## config.mk

```make
export PLATFORM = sky130hd
export DESIGN_NAME = burst_col_seq
export DESIGN_NICKNAME = d
export VERILOG_FILES = /design/src/rtl/bcs_pkg.sv /design/src/rtl/bcs_mode_reg.sv /design/src/rtl/bcs_beat_ctrl.sv /design/src/rtl/bcs_col_gen.sv /design/src/rtl/burst_col_seq.sv
export SDC_FILE = /design/constraint.sdc
export NUM_CORES = 1
export LEC_CHECK = 0
export ABC_AREA = 1
export BUFFER_PORTS_ARGS = -buffer_cell sky130_fd_sc_hd__buf_2
export CORE_ASPECT_RATIO = 1.1
export CORE_MARGIN = 2
export CORE_UTILIZATION = 54
export DETAILED_ROUTE_END_ITERATION = 16
export PLACE_DENSITY = 0.79
export REMOVE_ABC_BUFFERS = 1
export SYNTH_ARGS = -nofsm -noshare
export SYNTH_HDL_FRONTEND = slang
export SYNTH_SLANG_ARGS = --single-unit
```

## constraint.sdc

```tcl
create_clock -name clk -period 1.65 [get_ports clk]
set_input_delay 0 -clock clk [delete_from_list [all_inputs] [get_ports clk]]
set_output_delay 0 -clock clk [all_outputs]
set_load 0.05 [all_outputs]
```

## src/rtl/bcs_pkg.sv

```systemverilog
package bcs_pkg;
  // Field positions inside the mode word; the decode depends on them.
  localparam int unsigned LEN_LSB = 0;
  localparam int unsigned ORD_BIT = 3;
  localparam int unsigned LAT_LSB = 4;
  localparam int unsigned WRS_BIT = 9;
  localparam int unsigned LG_W    = 2;

  localparam logic [2:0] LEN_FULL = 3'b111;
  localparam logic [2:0] LAT_TWO  = 3'b010;
  localparam logic [2:0] LAT_THREE = 3'b011;

  typedef struct packed {
    logic [LG_W-1:0] len_log2;
    logic            full_page;
    logic            interleave;
    logic            lat3;
    logic            wr_single;
  } bcs_mode_t;

  localparam bcs_mode_t MODE_RESET = '{len_log2: '0, full_page: 1'b0,
                                       interleave: 1'b0, lat3: 1'b0,
                                       wr_single: 1'b0};

  function automatic logic len_ok(input logic [2:0] c);
    return (c[2] == 1'b0) || (c == LEN_FULL);
  endfunction

  function automatic logic lat_ok(input logic [2:0] c);
    return (c == LAT_TWO) || (c == LAT_THREE);
  endfunction
endpackage

```

## src/rtl/bcs_mode_reg.sv

```systemverilog
module bcs_mode_reg
  import bcs_pkg::*;
#(
  parameter int unsigned OP_W = 12
) (
  input  logic            clk,
  input  logic            rst_n,
  input  logic            load,
  input  logic [OP_W-1:0] word,
  output bcs_mode_t       mode,
  output logic            err
);
  logic [2:0] len_code;
  logic [2:0] lat_code;
  logic       accept;
  bcs_mode_t  decoded;
  logic       unused_word;

  assign len_code = word[LEN_LSB +: 3];
  assign lat_code = word[LAT_LSB +: 3];
  assign accept   = len_ok(len_code) && lat_ok(lat_code);
  assign unused_word = ^word;

  always_comb begin
    decoded            = MODE_RESET;
    decoded.full_page  = (len_code == LEN_FULL);
    decoded.len_log2   = decoded.full_page ? '0 : len_code[LG_W-1:0];
    decoded.interleave = word[ORD_BIT];
    decoded.lat3       = (lat_code == LAT_THREE);
    decoded.wr_single  = word[WRS_BIT];
  end

  always_ff @(posedge clk or negedge rst_n) begin
    if (!rst_n) begin
      mode <= MODE_RESET;
      err  <= 1'b0;
    end else if (load) begin
      err <= !accept;
      if (accept) mode <= decoded;
    end
  end
endmodule

```

## src/rtl/bcs_beat_ctrl.sv

```systemverilog
module bcs_beat_ctrl
  import bcs_pkg::*;
#(
  parameter int unsigned COL_W = 8
) (
  input  logic             clk,
  input  logic             rst_n,
  input  logic             start,
  input  logic [COL_W-1:0] start_col,
  input  logic             start_is_write,
  input  logic             stop,
  input  logic             ready,
  input  logic [LG_W-1:0]  cfg_len_log2,
  input  logic             cfg_full,
  input  logic             cfg_ilv,
  input  logic             cfg_wr_single,
  output logic             active,
  output logic [COL_W-1:0] idx,
  output logic [COL_W-1:0] base,
  output logic [LG_W-1:0]  lg,
  output logic             full,
  output logic             ilv,
  output logic             last
);
  logic             single_wr;
  logic [COL_W-1:0] last_idx;
  logic             fire;

  assign single_wr = start_is_write && cfg_wr_single;
  assign last_idx  = ~({COL_W{1'b1}} << lg);
  assign last      = active && !full && (idx == last_idx);
  assign fire      = active && ready;

  always_ff @(posedge clk or negedge rst_n) begin
    if (!rst_n) begin
      active <= 1'b0;
      idx    <= '0;
      base   <= '0;
      lg     <= '0;
      full   <= 1'b0;
      ilv    <= 1'b0;
    end else if (start) begin
      active <= 1'b1;
      idx    <= '0;
      base   <= start_col;
      lg     <= single_wr ? '0 : cfg_len_log2;
      full   <= cfg_full && !single_wr;
      ilv    <= cfg_ilv && !cfg_full && !single_wr;
    end else if (stop && active) begin
      active <= 1'b0;
    end else if (fire) begin
      if (last) active <= 1'b0;
      else      idx    <= idx + 1'b1;
    end
  end
endmodule

```

## src/rtl/bcs_col_gen.sv

```systemverilog
module bcs_col_gen
  import bcs_pkg::*;
#(
  parameter int unsigned COL_W = 8
) (
  input  logic [COL_W-1:0] base,
  input  logic [COL_W-1:0] idx,
  input  logic [LG_W-1:0]  lg,
  input  logic             full,
  input  logic             ilv,
  output logic [COL_W-1:0] col
);
  logic [COL_W-1:0] span;
  logic [COL_W-1:0] sum;

  assign span = full ? {COL_W{1'b1}} : ~({COL_W{1'b1}} << lg);
  assign sum  = base + idx;

  for (genvar i = 0; i < COL_W; i++) begin : g_bit
    always_comb begin
      if (!span[i])  col[i] = base[i];
      else if (ilv)  col[i] = base[i] ^ idx[i];
      else           col[i] = sum[i];
    end
  end
endmodule

```

## src/rtl/burst_col_seq.sv

```systemverilog
module burst_col_seq
  import bcs_pkg::*;
#(
  parameter int unsigned COL_W = 8,
  parameter int unsigned OP_W  = 12
) (
  input  logic             clk,
  input  logic             rst_n,
  input  logic             mode_load,
  input  logic [OP_W-1:0]  mode_word,
  input  logic             start,
  input  logic [COL_W-1:0] start_col,
  input  logic             start_is_write,
  input  logic             stop,
  input  logic             col_ready,
  output logic             col_valid,
  output logic [COL_W-1:0] col_addr,
  output logic             col_last,
  output logic             cfg_error,
  output logic [1:0]       cas_latency
);
  bcs_mode_t        mode;
  logic [COL_W-1:0] idx;
  logic [COL_W-1:0] base;
  logic [LG_W-1:0]  lg;
  logic             full;
  logic             ilv;

  bcs_mode_reg #(.OP_W(OP_W)) u_mode (
    .clk  (clk),
    .rst_n(rst_n),
    .load (mode_load),
    .word (mode_word),
    .mode (mode),
    .err  (cfg_error)
  );

  bcs_beat_ctrl #(.COL_W(COL_W)) u_ctrl (
    .clk           (clk),
    .rst_n         (rst_n),
    .start         (start),
    .start_col     (start_col),
    .start_is_write(start_is_write),
    .stop          (stop),
    .ready         (col_ready),
    .cfg_len_log2  (mode.len_log2),
    .cfg_full      (mode.full_page),
    .cfg_ilv       (mode.interleave),
    .cfg_wr_single (mode.wr_single),
    .active        (col_valid),
    .idx           (idx),
    .base          (base),
    .lg            (lg),
    .full          (full),
    .ilv           (ilv),
    .last          (col_last)
  );

  bcs_col_gen #(.COL_W(COL_W)) u_gen (
    .base(base),
    .idx (idx),
    .lg  (lg),
    .full(full),
    .ilv (ilv),
    .col (col_addr)
  );

  assign cas_latency = mode.lat3 ? 2'd3 : 2'd2;
endmodule

```

=== Yosys cells after proc, flatten, opt, wreduce, memory -nomap -nowiden ===
Index checks and enable logic that the tools add are counted.

* Bits in registers: 28
* Input bits: 27
* Output and inout bits: 13
* Word-level logic and storage cells: 80

* Add/sub/neg operators: 2
* Equal/unequal tests: 6
* Shift-type cells: 1
* Mux-type cells: 28
* Bitwise logic cells: 10
* Reductions and logical operators: 21

{| class="wikitable"
|+ Operators with widths
! cell !! count
|-
| two-way mux 8 bit || 5
|-
| two-way mux 1 bit || 21
|-
| logical AND 1 bit || 9
|-
| adder 8 x 1 -> 8 bit (second input constant) || 1
|-
| adder 8 bit || 1
|-
| == test 8 bit || 1
|-
| inverter 8 bit || 1
|-
| << shifter 8 x 2 -> 8 bit (first input constant) || 1
|-
| bitwise XOR 1 bit || 8
|-
| == test 3 x 2 -> 1 bit (second input constant) || 2
|-
| nonzero test 3 bit || 2
|-
| logical NOT 1 bit || 4
|-
| two-way mux 2 bit || 2
|-
| inequality test 2 bit (second input constant) || 2
|-
| AND reduction 2 bit || 2
|-
| == test 3 bit (second input constant) || 1
|-
| AND reduction 3 bit || 1
|-
| logical OR 1 bit || 2
|-
| nonzero test 2 bit || 1
|-
| inverter 1 bit || 1
|}

=== Longest topological paths before layout ===
Gate-level depths: netlist of run 1.

* Depth after elaboration: 8
* Depth in mapped cells: 11
* Gate-level depth less buffers: 11

=== By module ===
Synthesis of run 1 repeated with hierarchy kept, for this count alone.

* Cell total of the unflattened synthesis: 270
* Area, all modules: 1,898.1 µm²

{| class="wikitable"
|+ By module, submodules not included
! module !! times used !! cells an instance !! area an instance (µm²) !! sequential area each (µm²)
|-
| bcs_beat_ctrl || 1 || 149 || 1,126.1 || 525.5
|-
| bcs_col_gen || 1 || 82 || 456.7 || 0.0
|-
| bcs_mode_reg || 1 || 37 || 304.0 || 175.2
|-
| burst_col_seq || 1 || 2 || 11.3 || 0.0
|}

=== Least setup slack after synthesis of run 1 ===
Ideal clock, no wire load.

* Path type: flip-flop to output port
* Start: reg u_ctrl.idx[0]
* End: out col_addr[4]
* Arrival: 2.107 ns
* Setup slack: -0.457 ns
* Stages on the path, launching flop included: 7
* Buffers on the path: 0
* Cell sequence: dfrtp_1 -> ha_1 -> inv_1 -> fa_1 -> o21ai_0 -> a21oi_1 -> o22ai_1

* Longest elaborated chain between the ends: 3

{| class="wikitable"
|+ RTL lines
! item !! RTL line !! text
|-
| from (decl) || bcs_beat_ctrl.sv:18 || <nowiki>output logic [COL_W-1:0] idx,</nowiki>
|-
| from (signal assigned) || bcs_beat_ctrl.sv:53 || <nowiki>else idx <= idx + 1'b1;</nowiki>
|-
| adder 8 bit || bcs_col_gen.sv:17 || <nowiki>assign sum = base + idx;</nowiki>
|-
| two-way mux 1 bit || bcs_col_gen.sv:22 || <nowiki>else if (ilv) col[i] = base[i] ^ idx[i];</nowiki>
|-
| two-way mux 1 bit || bcs_col_gen.sv:21 || <nowiki>if (!span[i]) col[i] = base[i];</nowiki>
|-
| to (decl) || burst_col_seq.sv:17 || <nowiki>output logic [COL_W-1:0] col_addr,</nowiki>
|}

No other way between the ends.

=== Worst setup path in the final report of run 1 ===
* Start: reg u_ctrl.base[0]
* End: out col_addr[7]

* Longest elaborated chain between the ends: 3

{| class="wikitable"
|+ RTL lines
! item !! RTL line !! text
|-
| from (decl) || bcs_beat_ctrl.sv:19 || <nowiki>output logic [COL_W-1:0] base,</nowiki>
|-
| from (signal assigned) || bcs_beat_ctrl.sv:45 || <nowiki>base <= start_col;</nowiki>
|-
| adder 8 bit || bcs_col_gen.sv:17 ||
|-
| two-way mux 1 bit || bcs_col_gen.sv:22 ||
|-
| two-way mux 1 bit || bcs_col_gen.sv:21 ||
|}

No other way between the ends.

==> results.yml, run 1 <==
logic_synthesis:
  synth-async-reset-ratio_pct: 100.0
  ys.flop_type: "dfrtp_1"
  yosys-top-cells-area: "dfrtp_1, nand2_1, inv_1"
  syn_area_um2: 1861
  synth.distinct_cells: 28
  ys_ff_latch: 28
  synth_top_area_cell: "dfrtp_1"
  ys_warn_count: 0
  synth-seq-area-share_pct: 37.66
  synth_top_area_share_pct: 37.66
  synth_edf_count: 0
  syn_area_per_cell_um2: 7.101
  synth_cells: 262
clocking:
  h-tree-depth: 1
  cts_root_buffer: "clkbuf_4"
  clk_path_buf_depth: 2
  cts_tree: "done"
  insertion_delay_ns: 0.35
  numCtsBuffers: 3
  cts.sinks: 28
  clk_pin_slew_ns: 0.16
power_and_ir_drop:
  power_density_nw_per_um2: 802.7
  leakage_uw: 0.001479
  vdd_drop_max_v: 0.0005979
global_route:
  gr-total-overflow: 0
  met3_usage_pct: 3.740
  grt_pass1_wl_um: 8928
  grt_use_total_pct: 30.33
  grt_start_max_net_pins: 29
  grt_antenna_before_repair: 0
  grtUsageMet2_pct: 53.26
  grt_pass1_vias: 1993
  met1_usage_pct: 37.14
  busiest_layer: "met2"
floorplan:
  rows: 22
  die_w_um: 59.97
  io_pins: 40
  core_um2: 3331
  fp.dieH_um: 65.57
  start_util_pct: 55.86
  die_area_um2: 3932
min_path:
  hold_depth: 5
  min_from: "mode_word[6]"
  hold_end: "u_mode.mode[3]"
  min_path_type: "in2reg"
setup_path:
  r2r_start: "u_ctrl.idx[2]"
  critPathKind: "reg2out"
  cp-start-kind: "flop"
  cp-end-kind: "output port"
  reg2reg_slack_ns: 0.09
  path_max_fanout: 4
  r2r_cells: 8
  cp.required_ns: 1.65
  r2r-end: "u_ctrl.idx[1]"
  arrival_ns: 2.16
placed_design:
  placed_area_um2: 2167
  place_congestion: 0.8507
  portBuffers: 34
  dp_hpwl_um: 3209
finish:
  nets: 376
  design_area_um2: 2769
  num-fill-cells: 178
  antenna_cells: 0
  area_delta_synth_final_pct: 48.82
  drive_gt1_share_pct: 28.91
  final_core_util_pct: 83.13
sta:
  worst_pin_slew_ns: 0.6649
  hold_viol: 0
  worst_slack_ns: -0.5142
  max_slew_margin_pct: 55.67
  rsz0062_at_grt: "yes"
  fmax_mhz: 462.1
  setup_violations: 8
  timing.final.crit_share_pct: 131.2
  period_needed_ns: 2.164
  finClkSkew_ns: 0.01055
  timing.hold.ws_ns: 0.006378
  finalMaxSlewViolations: 0
routing:
  ant_nets: 0
  via_per_inst: 5.589
  drt-initial-drc-count: 199
  wl_um: 6293
  drt_first_pass_iters: 5
  post_drt_wl_per_cell_um: 16.26
  drc: 0
  vias: 2163
run:
  maxCapViolCount: 0
run_status:
  status: "complete, but fails checks"
  failed_checks: "negative setup slack"
[sequential cells by signal, indices dropped and copies added (netlist names)]
signal,count
u_ctrl.active,1
u_ctrl.base,8
u_ctrl.full,1
u_ctrl.idx,8
u_ctrl.ilv,1
u_ctrl.lg,2
u_mode.err,1
u_mode.mode,6
[synth_stat cells, types with 2 or more instances]
master	instances
a21oi_1	8
buf_2	2
buf_4	2
clkbuf_1	4
dfrtp_1	28
ha_1	8
inv_1	43
nand2_1	76
nand2_2	2
nand3_1	26
nand4_1	12
nor2_1	14
nor2_2	2
nor3_2	2
o21ai_0	15
o22ai_1	2
xnor2_1	2
xor2_1	4
[critical path, cell delays in order (launching register included)]
cell	delay, ns
dfrtp_1	0.43
ha_2	0.22
buf_4	0.14
buf_4	0.14
nand3_4	0.10
nand3_4	0.10
nand3_2	0.10
nand2_1	0.07
nand2_1	0.11
nand4_1	0.14
nand2_1	0.11
buf_6	0.16
[power by group]
group          internal [uW]  switching, uW
clock network            246            225
registers                754           65.0
logic                    349            584
total                   1350            873
[cells in the final DEF, fill, tap and decap left out, types with 2 or more instances in the layout]
cell type / count
inv_2: 2
o21ai_2: 2
o21ai_0: 13
dfrtp_1: 28
nand2_2: 2
nand4_1: 12
nand3_1: 21
a21oi_1: 6
clkbuf_4: 3
nor2_4: 3
dlygate4sd3_1: 21
xor2_1: 3
buf_4: 25
nand3_2: 4
nand2_1: 74
ha_4: 6
buf_2: 26
buf_6: 9
a21oi_2: 2
nor2_1: 12
inv_1: 41
nand3_4: 2
[metal layers]
metal,part of all wire [%],wire (um)
met3,6.9,435
met4,4.6,291
met1,36,2292
met5,0,0
met2,52,3275
[kinds of logic (layout without fill, tap and decap cells)]
group / after synthesis / in the layout / share of synthesized area [%]
compound gates: 30 / 30 / 8.878
other cells: 1 / 1 / 0.2016
xor+xnor: 6 / 6 / 2.824
fa+ha+maj: 9 / 9 / 6.456
flops: 28 / 28 / 37.66
simple gates: 136 / 136 / 32.55
buf+inv: 52 / 129 / 11.43
[timing repair]
| action | 4_1_cts | 5_1_grt |
|---|---|---|
| setup endpoints to repair | 8 | 17 |
| buffers inserted | 6 | 7 |
| hold buffers | 20 | 1 |
| endpoints found under the hold margin | 47 | 1 |
| resized for setup | 34 | 22 |
| pin swaps | 8 | 16 |
[worst max-delay path by stage]
| stage | start | endpoint | slack (ns) |
|---|---|---|---|
| 5_1_grt | u_ctrl.base[0] | col_addr[7] | -0.55 |
| 6_report | u_ctrl.base[0] | col_addr[7] | -0.51 |
| 2_1_floorplan | u_ctrl.idx[0] | col_addr[4] | -0.46 |
| 3_3_place_gp | u_ctrl.idx[0] | col_addr[4] | -0.17 |
| 4_1_cts | u_ctrl.base[0] | col_addr[6] | -0.31 |
| 3_5_place_dp | u_ctrl.idx[0] | col_addr[4] | -0.21 |
[per-stage QoR]
| stage | cells | TNS (ns) | total power, uW | setup slack [ns] |
|---|---|---|---|---|
| after detailed placement | 352 | -0.4492 | 1486 | -0.2105 |
| after floorplan | 253 | -1.568 | 1280 | -0.4571 |
| after global routing | 387 | -3.475 | 2311 | -0.5457 |
| after CTS | 381 | -1.776 | 2093 | -0.3097 |
| final | 387 | -2.968 | 2222 | -0.5142 |
| after global placement | 352 | -0.3206 | 1474 | -0.1678 |
[area by class of cell]
class	count	area (um2)	share of cell area (%)
multi-input cells	182	1150	41.53
flip-flops and latches	28	700.7	25.30
well taps	48	60.06	2.169
clock inverters	1	30.03	1.084
inverters	43	161.4	5.829
clock buffers	3	22.52	0.8134
repair buffers	82	644.4	23.27
(Power assumes the default switching activity.)
==> run 2: changes to the inputs <==
- ABC_AREA: 1 -> unset
- PLACE_DENSITY: 0.79 -> 0.8
==> run 2 against run 1 <==
  * The run ends with design-rule violations, negative setup slack left
  * Clock-buffer cell count increased by 1
  * Area after synthesis shrank 4.7%
  * Power shrank 7.0%
  * Clock skew down 0.0038 ns
  * Global-route usage down 3.9 points
  * Final area fell by 4.6%
  * Register-to-register slack lost 0.22 ns
  * Core utilization rose by 2.1 points
  * Non-clock buffer count up 5
  * Worst hold slack gained 0.033 ns
  * Critical path depth is 4 lower
  * Critical endpoint unchanged
  * Largest power group unchanged
==> results.yml, run 2 <==
finish:
  drive_gt1_share_pct: 42.49
  area_delta_synth_final_pct: 48.98
  top_regs: "u_ctrl.base x8, u_ctrl.idx x8, u_mode.mode x6"
  design_area_um2: 2641
  num-fill-cells: 166
  final_cell_mix: "buf_4, dfrtp_1, buf_2"
  antenna_cells: 0
  final_common_cell: "buf_4"
  nets: 310
routing:
  post_drt_wl_per_cell_um: 15.42
  vias: 1726
  wl_um: 4733
  drt-initial-drc-count: 66
  ant_nets: 0
  drc: 3
  via_per_inst: 5.622
  drt_first_pass_iters: 10
power_and_ir_drop:
  intPower_uw: 1284
  power_density_nw_per_um2: 782.7
  vdd_drop_max_v: 0.0005684
  power_frac_seq_pct: 39.6
  power.share.clock_pct: 17.0
  leakage_uw: 0.001233
  p_sw_share_pct: 37.90
  p_switching_uw: 783.4
  pwr-share-comb_pct: 43.4
logic_synthesis:
  synth-seq-area-share_pct: 39.52
  yosysMostFrequentCell: "dfrtp_1"
  synthTopCellsByCount: "dfrtp_1, nor2_1, o21ai_0"
  syn_area_per_cell_um2: 9.234
  synth-async-reset-ratio_pct: 100.0
  synth_top_area_cell: "dfrtp_1"
  ys.flop_type: "dfrtp_1"
  ys_ff_latch: 28
  ys_warn_count: 0
  synth.distinct_cells: 42
  yosys-top-cells-area: "dfrtp_1, mux2_2, ha_1"
  syn_area_um2: 1773
  synth_cells: 192
  synth_edf_count: 0
  synth_top_area_share_pct: 39.52
setup_path:
  critPathMaxStageDelay_ns: 0.42
  critPathKind: "reg2out"
  cp-end-kind: "output port"
  slowest_stage: "dfrtp_1"
  path_delay_family: "compound AO/OA/AOI/OAI gates"
  arrival_ns: 2.31
  path_max_fanout: 2
  path_cells: "ha_1 > a21o_1 > a21o_1 > o31ai_2 > xor2_1 > o32ai_2 > buf_6"
  worst-path-buf-inv: 1
  crit_top_cell: "a21o_1"
  cp.required_ns: 1.65
  cp-start-kind: "flop"
  r2r_start: "u_ctrl.full"
  crit_path_start: "u_ctrl.idx[4]"
placed_design:
  portBuffers: 34
  placed_area_um2: 2148
  place_congestion: 0.7837
  dp_hpwl_um: 2909
clocking:
  h-tree-depth: 1
  cts_root_buffer: "clkbuf_4"
  clk_pin_slew_ns: 0.16
  numCtsBuffers: 3
  cts.sinks: 28
  clk_path_buf_depth: 2
  cts_tree: "done"
  insertion_delay_ns: 0.34
global_route:
  grt_pass1_wl_um: 7590
  gr-total-overflow: 0
  grt_antenna_before_repair: 0
  grt_start_max_net_pins: 30
  grt_pass1_vias: 1736
  grt_use_total_pct: 26.48
sta:
  timing.final.crit_share_pct: 139.9
  tns_ns: -3.780
  setup_violations: 13
  finClkSkew_ns: 0.006744
  period_needed_ns: 2.308
  worst_slack_ns: -0.6584
  rsz0062_at_grt: "yes"
  hold_viol: 0
  finalMaxSlewViolations: 0
  worst_pin_slew_ns: 0.6388
  max_slew_margin_pct: 57.41
  timing.hold.ws_ns: 0.03910
  fmax_mhz: 433.2
run_status:
  status: "complete, but fails checks"
  failed_checks: "design-rule violations, negative setup slack"
floorplan:
  core_um2: 3100
  die_area_um2: 3758
  rows: 21
  die_w_um: 58.64
  fp.dieH_um: 64.10
  start_util_pct: 57.18
  io_pins: 40
min_path:
  min_path_type: "in2reg"
  min_from: "start_is_write"
run:
  maxCapViolCount: 0
-- run 2: changes by cell type in the layout (fill, tap and decap cells not counted), moves of 7 or more --
cell	previous run	this run
nand2_1	74	12
inv_1	41	8
nand3_1	21	4
mux2_2	0	10
buf_4	25	32
nand4_1	12	5
o21ai_1	1	8
-- run 2: worst paths after layout --
path                                  endpoint  slack (ns)  cells past startpoint
worst min register to register  u_mode.mode[1]        0.53                      1
worst max-delay path               col_addr[7]       -0.66                      7
min in group asynchronous        u_ctrl.active        0.18                      2
max in group asynchronous        u_ctrl.idx[6]        1.01                      2
worst max register to register   u_ctrl.idx[3]       -0.13                      7
worst min-delay path              u_ctrl.lg[1]        0.04                      4
-- run 2: repair_timing --
| action | in CTS | in global routing |
|---|---|---|
| resized for setup | 33 | 31 |
| pin swaps | 10 | 19 |
| endpoints found under the hold margin | 43 | 0 |
| buffers inserted | 5 | 4 |
| gates cloned | 0 | 0 |
| hold buffers | 18 | 0 |
| setup endpoints to repair | 14 | 14 |
-- run 2: layout make-up --
class	instances	area (um2)	area share, %
Timing Repair Buffer	87	684.4	25.91
Tap cell	34	42.54	1.611
Inverter	10	37.54	1.421
Clock buffer	4	36.28	1.374
Multi-Input combinational cell	144	1139	43.11
Sequential cell	28	701.9	26.58
-- run 2: worst min-delay path, delay by kind of cell --
| kind | cells | cell delay [ns] |
|---|---|---|
| buffers and inverters | 1 | 0.08 |
| AOI/OAI and AO/OA | 1 | 0.07 |
| and+or+nand+nor | 2 | 0.21 |
-- run 2: cell families after synthesis --
| kind of cell | share of synthesized area [%] |
|---|---|
| XOR/XNOR | 3.458 |
| AO/OA/AOI/OAI | 16.23 |
| buffers and inverters | 4.799 |
| AND/OR/NAND/NOR | 18.63 |
| other | 0.2115 |
| multiplexers | 10.37 |
| flip-flops | 39.52 |
| adder cells (fa/ha/maj) | 6.775 |
-- run 2: metal layers --
| metal | vias to the layer above | part of all wire [%] | global-route usage (%) |
|---|---|---|---|
| met5 | - | 0 | 0 |
| met1 | 847 | 43 | 34.04 |
| met2 | 37 | 54 | 47.19 |
| met3 | 7 | 2.5 | 2.024 |
| li1 | 835 | - | - |
| met4 | 0 | 1.2 | 7.386 |
-- run 2: power by group through the flow --
stage	Clock (uW)	Combinational [uW]	Sequential, uW
2_1_floorplan	0	419	857
3_3_place_gp	0	676	818
3_5_place_dp	0	688	823
4_1_cts	347	823	813
5_1_grt	383	955	826
6_report	352	896	819
-- run 2: metrics by stage --
stage / power, uW / setup WS (ns) / instances / utilization, %
after floorplan: 1276 / -1.035 / 182 / -
after global placement: 1493 / -0.3385 / 278 / 69.29
final: 2067 / -0.6584 / 307 / 85.19
after CTS: 1983 / -0.5776 / 304 / 81.07
after global routing: 2165 / -0.7515 / 307 / 85.19
after detailed placement: 1511 / -0.3805 / 278 / 69.29
